**src/rtl/sram_x1_pkg.sv**
```systemverilog
package sram_x1_pkg;

  typedef enum logic [2:0] {
    ST_IDLE,
    ST_WR_LOW,
    ST_WR_END,
    ST_RD_WAIT,
    ST_HOLD
  } seq_state_t;

  // rounded-up cycle count of a nanosecond limit, never below one
  function automatic int ns_to_cycles(input int ns, input int period_ns);
    int c;
    c = (ns + period_ns - 1) / period_ns;
    if (c < 1) c = 1;
    return c;
  endfunction

  function automatic int max2(input int a, input int b);
    return (a > b) ? a : b;
  endfunction

endpackage

```
**src/rtl/sram_x1_phase_timer.sv**
```systemverilog
module sram_x1_phase_timer #(
  parameter int W = 2
) (
  input  logic         clk,
  input  logic         rst,
  input  logic         load,
  input  logic [W-1:0] load_val,
  output logic         expired
);

  logic [W-1:0] cnt;

  always_ff @(posedge clk) begin
    if (rst) begin
      cnt <= '0;
    end else if (load) begin
      cnt <= load_val;
    end else if (cnt != '0) begin
      cnt <= cnt - 1'b1;
    end
  end

  assign expired = (cnt == '0);

endmodule

```
**src/rtl/sram_x1_spacing.sv**
```systemverilog
module sram_x1_spacing #(
  parameter int CYC = 2
) (
  input  logic clk,
  input  logic rst,
  input  logic start,
  output logic open_o
);

  localparam int SP_W = $clog2(CYC + 1);

  logic [SP_W-1:0] since;

  always_ff @(posedge clk) begin
    if (rst) begin
      since <= SP_W'(CYC);
    end else if (start) begin
      since <= SP_W'(1);
    end else if (since < SP_W'(CYC)) begin
      since <= since + 1'b1;
    end
  end

  assign open_o = (since >= SP_W'(CYC));

endmodule

```
**src/rtl/sram_x1_ctrl.sv**
```systemverilog
module sram_x1_ctrl
  import sram_x1_pkg::*;
#(
  parameter int ADDR_W           = 16,
  parameter int CLK_PERIOD_NS    = 20,
  parameter int T_CYCLE_NS       = 35,
  parameter int T_WE_PULSE_NS    = 30,
  parameter int T_ADDR_TO_END_NS = 35,
  parameter int T_CS_TO_END_NS   = 35,
  parameter int T_DIN_SETUP_NS   = 22,
  parameter int T_DIN_HOLD_NS    = 3,
  parameter int T_ADDR_HOLD_NS   = 5,
  parameter int T_ADDR_ACC_NS    = 35,
  parameter int T_CS_ACC_NS      = 35
) (
  input  logic              clk,
  input  logic              rst,
  input  logic              req_valid,
  output logic              req_ready,
  input  logic              req_write,
  input  logic [ADDR_W-1:0] req_addr,
  input  logic              req_wdata,
  output logic              rsp_valid,
  output logic              rsp_rdata,
  output logic [ADDR_W-1:0] mem_addr,
  output logic              mem_cs_n,
  output logic              mem_we_n,
  output logic              mem_din,
  input  logic              mem_dout
);

  localparam int WR_CYC = max2(
      max2(ns_to_cycles(T_WE_PULSE_NS, CLK_PERIOD_NS),
           ns_to_cycles(T_ADDR_TO_END_NS, CLK_PERIOD_NS)),
      max2(ns_to_cycles(T_CS_TO_END_NS, CLK_PERIOD_NS),
           ns_to_cycles(T_DIN_SETUP_NS, CLK_PERIOD_NS)));
  localparam int RD_CYC = max2(ns_to_cycles(T_ADDR_ACC_NS, CLK_PERIOD_NS),
                               ns_to_cycles(T_CS_ACC_NS, CLK_PERIOD_NS));
  localparam int HOLD_CYC = max2(ns_to_cycles(T_ADDR_HOLD_NS, CLK_PERIOD_NS),
                                 ns_to_cycles(T_DIN_HOLD_NS, CLK_PERIOD_NS));
  localparam int CYC_CYC = ns_to_cycles(T_CYCLE_NS, CLK_PERIOD_NS);
  localparam int TMR_MAX = max2(max2(WR_CYC, RD_CYC), HOLD_CYC);
  localparam int TMR_W   = $clog2(TMR_MAX + 1);

  seq_state_t       state;
  logic             tmr_load;
  logic [TMR_W-1:0] tmr_val;
  logic             tmr_expired;
  logic             spacing_open;

  // named internal events
  logic accept;
  logic write_end;
  logic read_sample;
  logic hold_done;

  assign req_ready   = (state == ST_IDLE) && spacing_open;
  assign accept      = req_valid && req_ready;
  assign write_end   = (state == ST_WR_LOW) && tmr_expired;
  assign read_sample = (state == ST_RD_WAIT) && tmr_expired;
  assign hold_done   = (state == ST_HOLD) && tmr_expired;

  always_comb begin
    tmr_load = 1'b0;
    tmr_val  = '0;
    if (accept) begin
      tmr_load = 1'b1;
      tmr_val  = req_write ? TMR_W'(WR_CYC - 1) : TMR_W'(RD_CYC - 1);
    end else if ((state == ST_WR_END) || read_sample) begin
      tmr_load = 1'b1;
      tmr_val  = TMR_W'(HOLD_CYC - 1);
    end
  end

  sram_x1_phase_timer #(.W(TMR_W)) u_timer (
    .clk      (clk),
    .rst      (rst),
    .load     (tmr_load),
    .load_val (tmr_val),
    .expired  (tmr_expired)
  );

  sram_x1_spacing #(.CYC(CYC_CYC)) u_spacing (
    .clk    (clk),
    .rst    (rst),
    .start  (accept),
    .open_o (spacing_open)
  );

  always_ff @(posedge clk) begin
    if (rst) begin
      state     <= ST_IDLE;
      mem_cs_n  <= 1'b1;
      mem_we_n  <= 1'b1;
      mem_addr  <= '0;
      mem_din   <= 1'b0;
      rsp_valid <= 1'b0;
      rsp_rdata <= 1'b0;
    end else begin
      rsp_valid <= 1'b0;
      unique case (state)
        ST_IDLE: begin
          if (accept) begin
            mem_addr <= req_addr;
            mem_cs_n <= 1'b0;
            if (req_write) begin
              mem_din  <= req_wdata;
              mem_we_n <= 1'b0;
              state    <= ST_WR_LOW;
            end else begin
              state    <= ST_RD_WAIT;
            end
          end
        end
        ST_WR_LOW: begin
          if (write_end) begin
            mem_we_n <= 1'b1;
            state    <= ST_WR_END;
          end
        end
        ST_WR_END: begin
          mem_cs_n <= 1'b1;
          state    <= ST_HOLD;
        end
        ST_RD_WAIT: begin
          if (read_sample) begin
            rsp_rdata <= mem_dout;
            rsp_valid <= 1'b1;
            mem_cs_n  <= 1'b1;
            state     <= ST_HOLD;
          end
        end
        ST_HOLD: begin
          if (hold_done) state <= ST_IDLE;
        end
        default: state <= ST_IDLE;
      endcase
    end
  end

endmodule

```
**config.mk**
```make
export PLATFORM = sky130hd
export DESIGN_NAME = sram_x1_ctrl
export DESIGN_NICKNAME = d
export VERILOG_FILES = /design/src/rtl/sram_x1_pkg.sv /design/src/rtl/sram_x1_phase_timer.sv /design/src/rtl/sram_x1_spacing.sv /design/src/rtl/sram_x1_ctrl.sv
export SDC_FILE = /design/constraint.sdc
export NUM_CORES = 1
export LEC_CHECK = 0
export BUFFER_PORTS_ARGS = -buffer_cell sky130_fd_sc_hd__buf_2
export CAP_MARGIN = 20
export CORE_MARGIN = 1
export CORE_UTILIZATION = 40
export CTS_CLUSTER_DIAMETER = 120
export DETAILED_ROUTE_END_ITERATION = 8
export PLACE_DENSITY_LB_ADDON = 0.08
export SETUP_SLACK_MARGIN = 0.4
export SLEW_MARGIN = 20
export SYNTH_ARGS = -nofsm -noshare
export SYNTH_HDL_FRONTEND = slang
export SYNTH_SLANG_ARGS = --single-unit
```
**constraint.sdc**
```tcl
create_clock -name clk -period 1.93 [get_ports clk]
set_input_delay 0.0965 -clock clk [delete_from_list [all_inputs] [get_ports clk]]
set_output_delay 0.0965 -clock clk [all_outputs]
set_load 0.01 [all_outputs]
```
==> results.ini <==
[synthesis]
yosys_warnings = 0
synthesis.area_um2 = 1360
synth_cells = 136
yosysTopAreaCellShare_pct = 41.3
ys_seq_elements = 28
synth_nets = 160
synthTopCellsByArea = dfxtp_1 (41%), nand2b_1 (17%), mux2i_1 (13%), ha_1 (1.8%), a21o_1 (1.7%)
yosysSeqAreaShare_pct = 41.3
yosys.area.top_type = dfxtp_1
synth_cell_types = 34
avgSynthCellArea_um2 = 9.99

[worst_setup_path]
path_cells = ha_2 -> nor2_4 -> nor4_1 -> buf_2
crit_required_ns = 1.83
critical_path_class = reg2out
arrival_ns = 1.35
start_kind = flop
crit_slowest_cell = dfxtp_4
cpPeakStageDelay_ns = 0.40
crit_fanout = 5
worstSetupEndpointType = primary output

[clocking]
cts_tree = done
cts_setup_buffers = 0
root_buffer = clkbuf_4
clock_latency_ns = 0.32
htree_levels = 1
cts_sinks = 28
cts.path.max_buffers = 2
path_clk_slew_ns = 0.14
cts-buffers-inserted = 3

[power]
switchingPower_uw = 679
swShare_pct = 36.2
p_leak_uw = 0.000723
ir_drop_v = 0.000550
p_seq_share_pct = 45.7
pwr-share-comb_pct = 42.0
internal_power_uw = 1200
clkPwrFrac_pct = 12.4
power.density_nw_per_um2 = 1160

[die]
ioPinCount = 44
rows = 20
start_util_pct = 43.4
die_area_um2 = 3630
fp.dieW_um = 60.3
core_um2 = 3130
die_y_um = 60.3

[finish]
antenna_cells = 0
drive_gt1_share_pct = 30.9
multi_input_comb_area_um2 = 718
fillerInstances = 290
area_growth_pct = 19.1
regArea_um2 = 564
fin_nets = 201
utilization_pct = 51.7
fin_area_um2 = 1620

[route]
wirelength_mm = 2.40
vias = 1029
dr.pass1.iters = 4
drc = 0
routedWlPerCell_um = 11.0
drt_iter0_drc = 27
postRouteAntennaNets = 0
via_per_inst = 4.70

[sta]
worst_pin_slew_ns = 0.557
rsz0062_at_grt = true
finalSetupViolations = 0
post-route-period-util_pct = 74.7
hold_viol_final = 0
setup_tns_ns = 0
maxSlewViolCount = 0
finalCriticalPeriod_ns = 1.44
max_slew_margin_pct = 62.8
fmax_mhz = 694
fin_skew_ns = 0.00590

[global_routing]
grt_pass1_wl_mm = 3.96
antenna_found_initial = 0
grt.overflow.total = 0
grt_use_total_pct = 14.5
grt_pass1_vias = 899
grt_max_degree = 45

[place]
placed_cell_area_um2 = 1560
place.gp.congestion = 0.688
dp.final_hpwl_mm = 1.70
port_buffers = 43

[status]
status = completed

[hold_path]
min_path_type = in2reg

[job]
maxCapViolCount = 0

[final timing paths]
kind	depth (start not counted)	slack [ns]	end	from
worst max register to register	4	0.52	mem_addr[3]	state[2]
worst min register to register	1	0.47	mem_we_n	mem_we_n
worst min-delay path	3	0.01	mem_din	req_wdata
worst max-delay path	4	0.49	req_ready	u_spacing.since[1]
[stage by stage]
| stage | instances | power (µW) | worst slack (ns) | hold WS [ns] |
|---|---|---|---|---|
| 3_5_place_dp | 214 | 1640 | 0.376 | 0.311 |
| 2_1_floorplan | 136 | 1490 | 0.524 | 0.198 |
| 4_1_cts | 219 | 1880 | 0.440 | 0.00124 |
| 3_3_place_gp | 214 | 1610 | 0.467 | 0.310 |
| 5_1_grt | 219 | 2030 | 0.392 | 0.00790 |
| 6_report | 219 | 1870 | 0.488 | 0.0135 |
[routing by layer]
layer / part of all wire, % / vias to the layer above / track usage, %
met2: 46 / 29 / 23.9
met5: 0 / - / 0
met1: 48 / 461 / 18.9
met3: 5.1 / 2 / 3.90
met4: 0.50 / 0 / 2.99
li1: - / 537 / -
[worst max-delay path, delay by kind of cell, from the launching register on]
kind	cells	cell delay [ns]
fa+ha+maj	1	0.21
buf+inv	1	0.18
flops	1	0.40
simple gates	2	0.24
[what timing repair did]
action | in CTS | in global routing
gates resized for setup | 1 | 4
hold endpoints to repair | 2 | 0
hold buffers | 2 | 0
pin swaps | 0 | 0
endpoints found under the setup margin | 17 | 18
[state kept, by name, indices dropped and copies added, names as in the netlist, 2 cells and up]
register         cells
mem_addr            16
u_spacing.since      2
u_timer.cnt          2
state                3
[cell usage in the layout (no fill, tap or decap), types with 2 or more instances in the layout]
master	netlist	routed
nand4b_1	2	2
o21ai_0	2	2
nand3b_1	3	3
dlygate4sd3_1	0	2
nand3_1	2	2
dfxtp_1	28	27
mux2i_1	18	18
a21oi_1	3	3
nor2_1	5	5
clkbuf_4	0	3
buf_2	1	43
xor2_1	2	2
ha_2	0	2
inv_1	3	3
a21o_1	3	3
nand2b_1	37	37
[Yosys cell counts]
library cell and n:
a21boi_0 1, ha_1 2, o21ai_0 2, buf_6 2
nor2b_1 1, nand3_1 2, nor2_1 5, and2b_4 1
a21oi_1 3, nor4_1 1, a211o_1 1, xor2_1 2
nand4b_1 2, nor2_8 1, nor2_4 1, a31oi_1 1
nand3b_1 3, buf_4 1, nand2b_1 37, buf_2 1
nor4bb_1 1, o21bai_1 1, o41ai_1 1, nor3_2 1
mux2i_1 18, inv_1 3, dfxtp_1 28, a221o_1 1
and3b_1 1, buf_12 1, clkbuf_1 5, nor3b_1 1
nand2_1 1, a21o_1 3
[layout make-up]
class / count / share of cell area (%)
multi-input combinational: 95 / 44.4
sequential: 28 / 34.9
timing repair buffer: 46 / 15.2
tap: 44 / 3.40
clock buffer: 3 / 1.39
inverter: 3 / 0.696
[power by group through the flow]
stage,Combinational [µW],Clock [µW],Sequential [µW]
floorplan,642,0,846
global placement,754,0,858
detailed placement,777,0,865
CTS,778,251,855
global route,876,272,878
finish,786,232,856
[logic make-up after synthesis]
logic type               after synthesis  synth area share [%]
buffers and inverters                 13                  6.26
multiplexers                          18                  13.3
adder cells (fa/ha/maj)                2                  1.84
AO/OA/AOI/OAI                         14                  7.09
XOR/XNOR                               2                  1.29
flip-flops                            28                  41.3
AND/OR/NAND/NOR                       59                  29.0
(Power assumes the default switching activity.)
